$ cat src/rtl/tmr_pkg.sv
package tmr_pkg;
    localparam int NREP = 3;

    typedef enum logic [1:0] {
        REP_A    = 2'd0,
        REP_B    = 2'd1,
        REP_C    = 2'd2,
        REP_NONE = 2'd3
    } rep_sel_e;
endpackage

$ cat src/rtl/tmr_inject_dec.sv
module tmr_inject_dec
    import tmr_pkg::*;
#(
    parameter int WIDTH = 8,
    parameter int IDX_W = 3
) (
    input  logic                       inj_en,
    input  logic [1:0]                 inj_rep,
    input  logic [IDX_W-1:0]           inj_bit,
    output logic [NREP-1:0][WIDTH-1:0] flip
);
    // One comparator per (replica, bit) cell: an index outside the grid hits no cell.
    for (genvar r = 0; r < NREP; r++) begin : g_rep
        for (genvar b = 0; b < WIDTH; b++) begin : g_bit
            assign flip[r][b] = inj_en
                             && (inj_rep == 2'(r))
                             && (inj_bit == IDX_W'(b));
        end
    end

    // at most one cell of the mask is ever set.
    always_comb begin
        p_one_hit_r3: assert ($onehot0(flip) || $isunknown({inj_en, inj_rep, inj_bit}))
            else $error("injection mask sets more than one bit");
    end
endmodule

$ cat src/rtl/tmr_replica.sv
module tmr_replica #(
    parameter int WIDTH = 8
) (
    input  logic             clk,
    input  logic             rst,
    input  logic             load_en,
    input  logic [WIDTH-1:0] din,
    input  logic [WIDTH-1:0] flip,
    output logic [WIDTH-1:0] q
);
    logic [WIDTH-1:0] nxt;

    // The emulated upset inverts the value about to be stored.
    always_comb begin
        nxt = (load_en ? din : q) ^ flip;
    end

    always_ff @(posedge clk) begin
        if (rst) begin
            q <= '0;
        end else begin
            q <= nxt;
        end
    end
endmodule

$ cat src/rtl/tmr_voter.sv
module tmr_voter #(
    parameter int WIDTH = 8
) (
    input  logic [WIDTH-1:0] a,
    input  logic [WIDTH-1:0] b,
    input  logic [WIDTH-1:0] c,
    output logic [WIDTH-1:0] y,
    output logic [WIDTH-1:0] mm
);
    for (genvar i = 0; i < WIDTH; i++) begin : g_vote
        assign y[i]  = (a[i] & b[i]) | (b[i] & c[i]) | (a[i] & c[i]);
        assign mm[i] = (a[i] ^ b[i]) | (b[i] ^ c[i]);
    end
endmodule

$ cat src/rtl/tmr_reg_bank.sv
module tmr_reg_bank
    import tmr_pkg::*;
#(
    parameter int WIDTH = 8,
    parameter int IDX_W = (WIDTH > 1) ? $clog2(WIDTH) : 1
) (
    input  logic             clk,
    input  logic             rst,
    input  logic             load_en,
    input  logic [WIDTH-1:0] din,
    input  logic             inj_en,
    input  logic [1:0]       inj_rep,
    input  logic [IDX_W-1:0] inj_bit,
    output logic [WIDTH-1:0] dout,
    output logic [WIDTH-1:0] mismatch
);
    logic [NREP-1:0][WIDTH-1:0] flip;
    logic [NREP-1:0][WIDTH-1:0] rep_q;

    tmr_inject_dec #(.WIDTH(WIDTH), .IDX_W(IDX_W)) u_dec (
        .inj_en  (inj_en),
        .inj_rep (inj_rep),
        .inj_bit (inj_bit),
        .flip    (flip)
    );

    for (genvar r = 0; r < NREP; r++) begin : g_copy
        tmr_replica #(.WIDTH(WIDTH)) u_rep (
            .clk     (clk),
            .rst     (rst),
            .load_en (load_en),
            .din     (din),
            .flip    (flip[r]),
            .q       (rep_q[r])
        );
    end

    tmr_voter #(.WIDTH(WIDTH)) u_vote (
        .a  (rep_q[REP_A]),
        .b  (rep_q[REP_B]),
        .c  (rep_q[REP_C]),
        .y  (dout),
        .mm (mismatch)
    );

    // a reset edge leaves all replicas cleared.
    p_reset_clear_r1: assert property (@(posedge clk)
        rst |=> (rep_q == '0))
        else $error("replicas not cleared by reset");

    // a clean load copies din into every replica.
    p_load_copy_r2: assert property (@(posedge clk) disable iff (rst)
        (load_en && !inj_en) |=>
            (rep_q[REP_A] == $past(din)) && (rep_q[REP_B] == $past(din))
            && (rep_q[REP_C] == $past(din)))
        else $error("clean load did not reach all replicas");

    // with no load and no request, nothing moves.
    p_hold_r7: assert property (@(posedge clk) disable iff (rst)
        (!load_en && !inj_en) |=> $stable(rep_q))
        else $error("replica toggled with no injection");

    // while holding, at most one stored bit changes per edge.
    p_single_toggle_r3: assert property (@(posedge clk) disable iff (rst)
        !load_en |=> ($countones(rep_q ^ $past(rep_q)) <= 1))
        else $error("more than one replica bit toggled");

    // an out-of-range replica index hits nothing.
    p_bad_index_r6: assert property (@(posedge clk) disable iff (rst)
        (!load_en && inj_en && (inj_rep == REP_NONE)) |=> $stable(rep_q))
        else $error("replica index 3 changed state");
endmodule

$ cat config.mk
export PLATFORM = sky130hd
export DESIGN_NAME = tmr_reg_bank
export DESIGN_NICKNAME = d
export VERILOG_FILES = /design/src/rtl/tmr_pkg.sv /design/src/rtl/tmr_inject_dec.sv /design/src/rtl/tmr_replica.sv /design/src/rtl/tmr_voter.sv /design/src/rtl/tmr_reg_bank.sv
export SDC_FILE = /design/constraint.sdc
export NUM_CORES = 1
export LEC_CHECK = 0
export ABC_AREA = 1
export ABC_CLOCK_PERIOD_IN_PS = 1900
export BUFFER_PORTS_ARGS = -buffer_cell sky130_fd_sc_hd__buf_4
export CORE_ASPECT_RATIO = 0.9
export CORE_MARGIN = 1.5
export CORE_UTILIZATION = 45
export DETAILED_ROUTE_END_ITERATION = 10
export GPL_ROUTABILITY_DRIVEN = 0
export PLACE_DENSITY = 0.67
export SYNTH_ARGS = -nofsm -noshare
export SYNTH_HDL_FRONTEND = slang
export SYNTH_SLANG_ARGS = --single-unit
$ cat constraint.sdc
create_clock -name clk -period 1.9 [get_ports clk]
set_clock_uncertainty 0.05 [all_clocks]
set_input_delay 0.38 -clock clk [delete_from_list [all_inputs] [get_ports clk]]
set_output_delay 0.38 -clock clk [all_outputs]
set_load 0.02 [all_outputs]
==> results of run 1 <==
## routing by layer
metal  up-vias  wire, um
met3         4       161
met4         0        36
met5         -         0
li1        887         -
met2        28      1560
met1       687      1690
## logic make-up (layout without fill, tap and decap cells)
group,after synthesis,after routing,synth area share [%]
buf+inv,15,44,6.37
compound gates,14,14,5.93
simple gates,191,191,47.4
fa+ha+maj,16,16,11.9
flops,24,24,28.4
## power breakdown
group          leakage (nW)  switching, mW  internal, mW  total (mW)
sequential            0.198         0.0243         0.533       0.558
combinational         0.864          0.188         0.147       0.335
clock                0.0288          0.173         0.185       0.358
## path summary, 6_finish.rpt
kind / to / start / cells past startpoint / slack [ns]
max: mismatch[3] / g_copy[1].u_rep.q[3] / 3 / 0.13
min reg2reg: g_copy[2].u_rep.q[3] / g_copy[2].u_rep.q[3] / 4 / 0.58
min: g_copy[0].u_rep.q[4] / din[4] / 5 / 0.45
max reg2reg: g_copy[0].u_rep.q[1] / g_copy[0].u_rep.q[1] / 5 / 1.03
## worst register-to-register path, cell delays in order (launching register included)
cell and delay [ns]:
dfxtp_1 0.37, nand2_1 0.07, nand2_1 0.09, nand3_1 0.08, nand2_1 0.08, nor2_1 0.04
## placed cells by master, fill, tap and decap left out
cell type / instances
nor2_2: 4
a21oi_1: 6
nor2_4: 1
nand3_2: 2
dfxtp_1: 24
inv_4: 1
nor3_1: 3
nand3_1: 14
clkbuf_8: 4
a211o_1: 8
buf_4: 33
nor2_1: 58
or2_2: 8
nand2_1: 100
ha_1: 16
nor3_4: 1
inv_1: 5
inv_2: 1
## per-stage QoR
stage               utilization, %  cells  hold WS, ns
floorplan                        -    260        0.536
global placement              55.0    329        0.567
detailed placement            55.0    329        0.574
CTS                           56.6    333        0.447
global route                  56.6    333        0.461
finish                        56.6    333        0.451
## cell type report
type,count,area [um^2],area share [%]
clock buffer,4,55.1,2.80
sequential,24,480,24.4
multi-input combinational,221,1100,55.9
inverter,7,28.8,1.46
tap,44,55.1,2.80
timing repair buffer,33,248,12.6
==> results.yml, run 1 <==
final_layout:
  syn_to_final_growth_pct: 16.5
  reg.largest.list: "g_copy.u_rep.q: 24 flops"
  n_fill_cell: 359
  layout.nets: 323
  top_register: "g_copy.u_rep.q"
  largest_reg_flops: 24
  drive_gt1_share_pct: 19.0
  design_area_um2: 1970
  antennaDiodeCount: 0
logic_synthesis:
  synth_flop_cell: "dfxtp_1"
  synth_top_area_share_pct: 28.4
  seq_area_frac_synth_pct: 28.4
  synthTopCellsByArea: "dfxtp_1 (28%), nand2_1 (22%), nor2_1 (13%)"
  synth_edf_count: 0
  yosys.area.top_type: "dfxtp_1"
  ys_types: 18
  syn_inst: 260
  ys_ff_latch: 24
  syn_nets: 293
  synthesis.area_um2: 1690
  syn_avg_cell_area_um2: 6.50
  yosysWarnings: 0
  yosys-top-cells-count: "nand2_1 (100), nor2_1 (58), dfxtp_1 (24)"
  synth_most_common_cell: "nand2_1"
  async_flop_share_pct: 0
setup_path:
  worst-path-buf-inv: 1
  critPathKind: "reg -> out"
  slowest_delay_ns: 0.34
  worstPathArrival_ns: 1.34
  worstSetupStartpointType: "flip-flop"
  crit_slowest_cell: "dfxtp_1"
  path_max_fanout: 3
  cp_cell_sequence: "ha_1, or2_2, buf_4"
  critPathRequiredTime_ns: 1.47
  end_kind: "output pin"
  critical_path.top_delay_family: "flip-flops"
grt:
  grt_use_met3_pct: 4.39
  grt.total_usage_pct: 19.3
  grt-ovfl-total: 0
  grt_pass1_wl_um: 6020
  antenna_found_initial: 0
  grtUsageMet1_pct: 24.5
  grt_max_degree: 25
  grt_pass1_vias: 1413
  met2_usage_pct: 33.1
  busiest_layer: "met2"
route:
  ant_nets: 0
  drc_errors: 0
  wirelength_um: 3450
  viasPerCell: 4.82
  firstDrtPassIters: 4
  drt_iter0_markers: 77
  avgRoutedWirePerCell_um: 10.4
  via_count: 1606
power_and_ir_drop:
  peakVddDrop_mv: 0.471
  static-leakage-power_nw: 1.09
  p_total_mw: 1.25
  p_per_area_nw_per_um2: 636
clocking:
  cts-buffers-inserted: 3
  path_clk_slew_ns: 0.09
  cts_htree_levels: 1
  cts-root-buf: "clkbuf_8"
  cts_tree: "done"
  worst_skew_pair.late_latency_ns: 0.27
  post-cts-setup-buffers: 0
  ctsHoldBuffers: 0
  cts_sinks: 24
  cts_buffer_depth: 2
  ctsResizeCount: 0
sta:
  fin_crit_sh_pct: 93.2
  fin_tns_setup_ns: 0
  slew-limit-headroom_pct: 80.0
  worst_pin_slew_ns: 0.298
  fin_crit_ns: 1.77
  max_freq_ghz: 0.565
  setup_viol: 0
  finalMaxSlewViolations: 0
  worst_slack_ns: 0.129
  hold_viol: 0
  rsz0062_at_grt: "no"
placement:
  dp_hpwl_um: 2590
  dpl_worst_slack_ns: 0.425
  placement.cell_area_um2: 1910
  port_buffers: 32
floorplan:
  num_rows: 20
  fp.dieH_um: 61.1
  die-area_um2: 4130
  initial_core_util_pct: 48.6
  dieWidth_um: 67.6
  core_area_um2: 3480
  pin_count: 33
status:
  status: "finished, final reports clean"
job:
  maxCapViolCount: 0
worst_hold_path:
  worstHoldPathType: "in -> reg"
(Power assumes the default switching activity.)
==> inputs of run 2 (changes only) <==
--- a/config.mk
+++ b/config.mk
@@ -14,6 +14,8 @@
 export DETAILED_ROUTE_END_ITERATION = 10
 export GPL_ROUTABILITY_DRIVEN = 0
 export PLACE_DENSITY = 0.67
+export SETUP_SLACK_MARGIN = 0.2
 export SYNTH_ARGS = -nofsm -noshare
 export SYNTH_HDL_FRONTEND = slang
 export SYNTH_SLANG_ARGS = --single-unit
+export TNS_END_PERCENT = 100
==> results.yml, run 2 (synthesis results as in run 1) <==
floorplan:
  fp.dieH_um: 61.1
  initial_core_util_pct: 48.6
  pin_count: 33
  num_rows: 20
  die-area_um2: 4130
  core_area_um2: 3480
  dieWidth_um: 67.6
sta:
  hold_viol: 0
  fin_crit_sh_pct: 87.7
  fin_tns_setup_ns: 0
  fin_crit_ns: 1.67
  max_freq_ghz: 0.600
  rsz0062_at_grt: "no"
  setup_viol: 0
  finalMaxSlewViolations: 0
  worst_pin_slew_ns: 0.298
  slew-limit-headroom_pct: 80.0
grt:
  grt-ovfl-total: 0
  antenna_found_initial: 0
  grt.total_usage_pct: 19.5
  grt_pass1_vias: 1429
  grt_pass1_wl_um: 6100
  grt_max_degree: 25
clocking:
  cts-buffers-inserted: 3
  path_clk_slew_ns: 0.09
  cts_tree: "done"
  cts_buffer_depth: 2
  worst_skew_pair.late_latency_ns: 0.27
  cts-root-buf: "clkbuf_8"
  cts_sinks: 24
  cts_htree_levels: 1
setup_path:
  critPathKind: "reg -> out"
  slowest_delay_ns: 0.37
  worstRegToRegCells: 6
  worst-path-buf-inv: 1
  cp_cell_sequence: "ha_4, or2_4, buf_6"
  crit_slowest_cell: "dfxtp_4"
  critPathRequiredTime_ns: 1.47
  worstSetupStartpointType: "flip-flop"
  path_depth: 3
  path_max_fanout: 3
  r2r_slack_ns: 0.92
  worstPathArrival_ns: 1.24
  critical_path.top_delay_family: "flip-flops"
  end_kind: "output pin"
worst_hold_path:
  worstHoldPathType: "in -> reg"
  hold_depth: 4
final_layout:
  fin_util_pct: 66.1
  largest_reg_flops: 24
  drive_gt1_share_pct: 33.8
  n_fill_cell: 316
  top_register: "g_copy.u_rep.q"
  syn_to_final_growth_pct: 36.1
  antennaDiodeCount: 0
  final_common_cell: "nand2_1"
  reg.largest.list: "g_copy.u_rep.q: 24 flops"
  final_cell_mix: "nand2_1 (100), nor2_1 (58), buf_4 (29), ha_4 (16), dfxtp_2 (16)"
  layout.nets: 327
placement:
  port_buffers: 32
  dp_hpwl_um: 2590
route:
  via_count: 1653
  wirelength_um: 3890
  firstDrtPassIters: 4
  viasPerCell: 4.91
  drt_iter0_markers: 58
  avgRoutedWirePerCell_um: 11.5
  ant_nets: 0
  drc_errors: 0
power_and_ir_drop:
  peakVddDrop_mv: 0.474
  static-leakage-power_nw: 1.10
  p_per_area_nw_per_um2: 583
job:
  maxCapViolCount: 0
status:
  status: "finished, final reports clean"
## run 2: report_power, final
part	leakage, nW	switching, mW	total, mW	internal, mW
clock	0.0288	0.171	0.356	0.185
combinational	0.866	0.204	0.407	0.203
sequential	0.209	0.0433	0.577	0.534
total	1.10	0.418	1.34	0.923
## run 2: routing by layer
metal	wire length (um)	GRT usage, %	part of all wire, %	vias up
met1	1840	24.8	47	718
met2	1810	33.5	47	33
met5	0	0	0	-
met4	36	5.25	0.93	0
li1	-	-	-	898
met3	190	4.39	4.9	4
## run 2: tightest hold or removal path: cells and delay by family
family	cells	cell delay [ns]
AOI/OAI and AO/OA	1	0.13
and+or+nand+nor	2	0.11
buffers and inverters	1	0.12
## run 2: per-stage QoR
step / cell area [um^2] / cells / worst slack, ns / hold slack, ns / power, mW
2_1_floorplan: 1690 / 260 / 0.549 / 0.536 / 0.800
3_3_place_gp: 1910 / 329 / 0.438 / 0.567 / 0.902
3_5_place_dp: 1910 / 329 / 0.425 / 0.574 / 0.907
4_1_cts: 2070 / 333 / 0.190 / 0.445 / 1.32
5_1_grt: 2300 / 337 / 0.200 / 0.462 / 1.42
6_report: 2300 / 337 / 0.233 / 0.450 / 1.34
## run 2: path summary, 6_finish.rpt
path                                           start                   end
worst min register to register  g_copy[2].u_rep.q[5]  g_copy[2].u_rep.q[5]
worst min-delay path                      inj_rep[1]  g_copy[0].u_rep.q[4]
worst max-delay path            g_copy[1].u_rep.q[1]           mismatch[1]
worst max register to register  g_copy[0].u_rep.q[1]  g_copy[0].u_rep.q[1]
## run 2: final cells by class
type / instances / area, um^2 / share of cell area [%]
Multi-Input combinational cell: 221 / 1320 / 57.5
Sequential cell: 24 / 531 / 23.1
Clock buffer: 4 / 55.1 / 2.40
Tap cell: 44 / 55.1 / 2.40
Inverter: 7 / 28.8 / 1.25
Timing Repair Buffer: 37 / 308 / 13.4
## run 2: timing repair
action | in CTS | in global routing
hold buffers | 0 | 0
gates resized for setup | 30 | 34
gates cloned | 0 | 0
pin swaps | 0 | 3
setup buffers | 0 | 4
endpoints found under the setup margin | 8 | 9
==> inputs of run 3 (changes only) <==
--- a/config.mk
+++ b/config.mk
@@ -7,7 +7,7 @@
 export LEC_CHECK = 0
 export ABC_AREA = 1
 export ABC_CLOCK_PERIOD_IN_PS = 1900
-export BUFFER_PORTS_ARGS = -buffer_cell sky130_fd_sc_hd__buf_4
+export BUFFER_PORTS_ARGS = -buffer_cell sky130_fd_sc_hd__clkbuf_2
 export CORE_ASPECT_RATIO = 0.9
 export CORE_MARGIN = 1.5
 export CORE_UTILIZATION = 45
==> results.yml, run 3 (synthesis results as in run 1) <==
final_layout:
  syn_to_final_growth_pct: 34.8
  final_cell_mix: "nand2_1 (100), nor2_1 (58), clkbuf_2 (24), dfxtp_2 (18), ha_4 (16)"
  n_fill_cell: 303
  largest_reg_flops: 24
  drive_gt1_share_pct: 34.2
  layout.nets: 329
  reg.largest.list: "g_copy.u_rep.q: 24 flops"
  top_register: "g_copy.u_rep.q"
  final_common_cell: "nand2_1"
  antennaDiodeCount: 0
sta:
  fin_crit_ns: 1.68
  fin_crit_sh_pct: 88.2
  fin_tns_setup_ns: 0
  slew-limit-headroom_pct: 80.5
  hold_viol: 0
  finalMaxSlewViolations: 0
  rsz0062_at_grt: "yes"
  max_freq_ghz: 0.597
  setup_viol: 0
  worst_pin_slew_ns: 0.291
  hold_ws_ns: 0.455
grt:
  grt_max_degree: 25
  grt_pass1_vias: 1455
  antenna_found_initial: 0
  grt-ovfl-total: 0
  grt_pass1_wl_um: 6150
  grt.total_usage_pct: 19.4
floorplan:
  core_area_um2: 3480
  dieWidth_um: 67.6
  initial_core_util_pct: 48.6
  pin_count: 33
  die-area_um2: 4130
  num_rows: 20
  fp.dieH_um: 61.1
route:
  wirelength_um: 3780
  viasPerCell: 4.92
  firstDrtPassIters: 4
  drt_iter0_markers: 62
  drc_errors: 0
  via_count: 1668
  ant_nets: 0
  avgRoutedWirePerCell_um: 11.1
status:
  status: "finished, final reports clean"
setup_path:
  end_kind: "output pin"
  critical_path.top_delay_family: "flip-flops"
  worstRegToRegCells: 6
  r2r_end: "g_copy[0].u_rep.q[0]"
  slowest_delay_ns: 0.37
  worstSetupStartpointType: "flip-flop"
  worst-path-buf-inv: 1
  r2r_slack_ns: 0.93
  cp_cell_sequence: "ha_4, or2_4, buf_8"
  critPathKind: "reg -> out"
  worstPathArrival_ns: 1.25
  critPathRequiredTime_ns: 1.47
  crit_slowest_cell: "dfxtp_4"
  path_max_fanout: 3
  r2r_start: "g_copy[0].u_rep.q[0]"
job:
  maxCapViolCount: 0
clocking:
  cts-root-buf: "clkbuf_8"
  cts_htree_levels: 1
  path_clk_slew_ns: 0.09
  cts-buffers-inserted: 3
  worst_skew_pair.late_latency_ns: 0.27
  cts_buffer_depth: 2
  cts_sinks: 24
  cts_tree: "done"
power_and_ir_drop:
  p_per_area_nw_per_um2: 598
  static-leakage-power_nw: 1.11
  peakVddDrop_mv: 0.658
worst_hold_path:
  min_from: "din[0]"
  min_to: "g_copy[0].u_rep.q[0]"
  worstHoldPathType: "in -> reg"
  hold_depth: 5
placement:
  port_buffers: 32
  dp_hpwl_um: 2500
==> run 3: cell types whose count changed in the layout (fill, tap and decap cells not counted), sizes merged <==
cell | before | now
clkbuf | 4 | 29
buf | 37 | 14
==> run 3: worst max path at each step <==
stage,from,to,slack (ns),depth (start not counted)
floorplan,g_copy[1].u_rep.q[0],mismatch[0],0.55,2
global placement,g_copy[2].u_rep.q[6],mismatch[6],0.45,3
detailed placement,g_copy[2].u_rep.q[6],mismatch[6],0.44,3
CTS,g_copy[2].u_rep.q[3],mismatch[3],0.19,3
global route,g_copy[1].u_rep.q[0],mismatch[0],0.20,3
finish,g_copy[1].u_rep.q[2],mismatch[2],0.22,3
==> run 3: layer usage <==
metal	vias up	track usage, %	share of wire [%]
li1	899	-	-
met1	727	24.9	49
met2	40	34.3	45
met3	2	5.12	5.4
met4	0	1.75	0.45
met5	-	0	0
==> run 3: layout make-up <==
cell class	count	area, um^2	area share, %
clock buffers	4	55.1	2.42
flip-flops and latches	24	526	23.1
well taps	44	55.1	2.42
repair buffers	39	292	12.8
multi-input cells	221	1320	58.0
inverters	7	28.8	1.26
==> run 3: power breakdown <==
part / internal [mW] / switching, mW
Combinational: 0.210 / 0.209
Clock: 0.185 / 0.181
Sequential: 0.535 / 0.0410
==> run 3: tightest hold or removal path, delay by kind of cell <==
family                 cells  cell delay, ns
AND/OR/NAND/NOR            3            0.25
buffers and inverters      1            0.07
AO/OA/AOI/OAI              1            0.04
==> run 3: what timing repair did <==
item                                    CTS  global route
resized for setup                        51            22
hold buffers                              0             0
endpoints found under the setup margin    8             8
pin swaps                                 3             4
buffers inserted                          6             0
==> run 3: metrics by stage <==
step | utilization [%] | cells | setup slack, ns | total power, mW | cell area [um^2]
6_report | 65.5 | 339 | 0.224 | 1.36 | 2280
4_1_cts | 62.2 | 339 | 0.193 | 1.34 | 2160
3_3_place_gp | 52.7 | 329 | 0.446 | 0.869 | 1830
5_1_grt | 65.5 | 339 | 0.200 | 1.44 | 2280
3_5_place_dp | 52.7 | 329 | 0.435 | 0.874 | 1830
2_1_floorplan | - | 260 | 0.549 | 0.800 | 1690
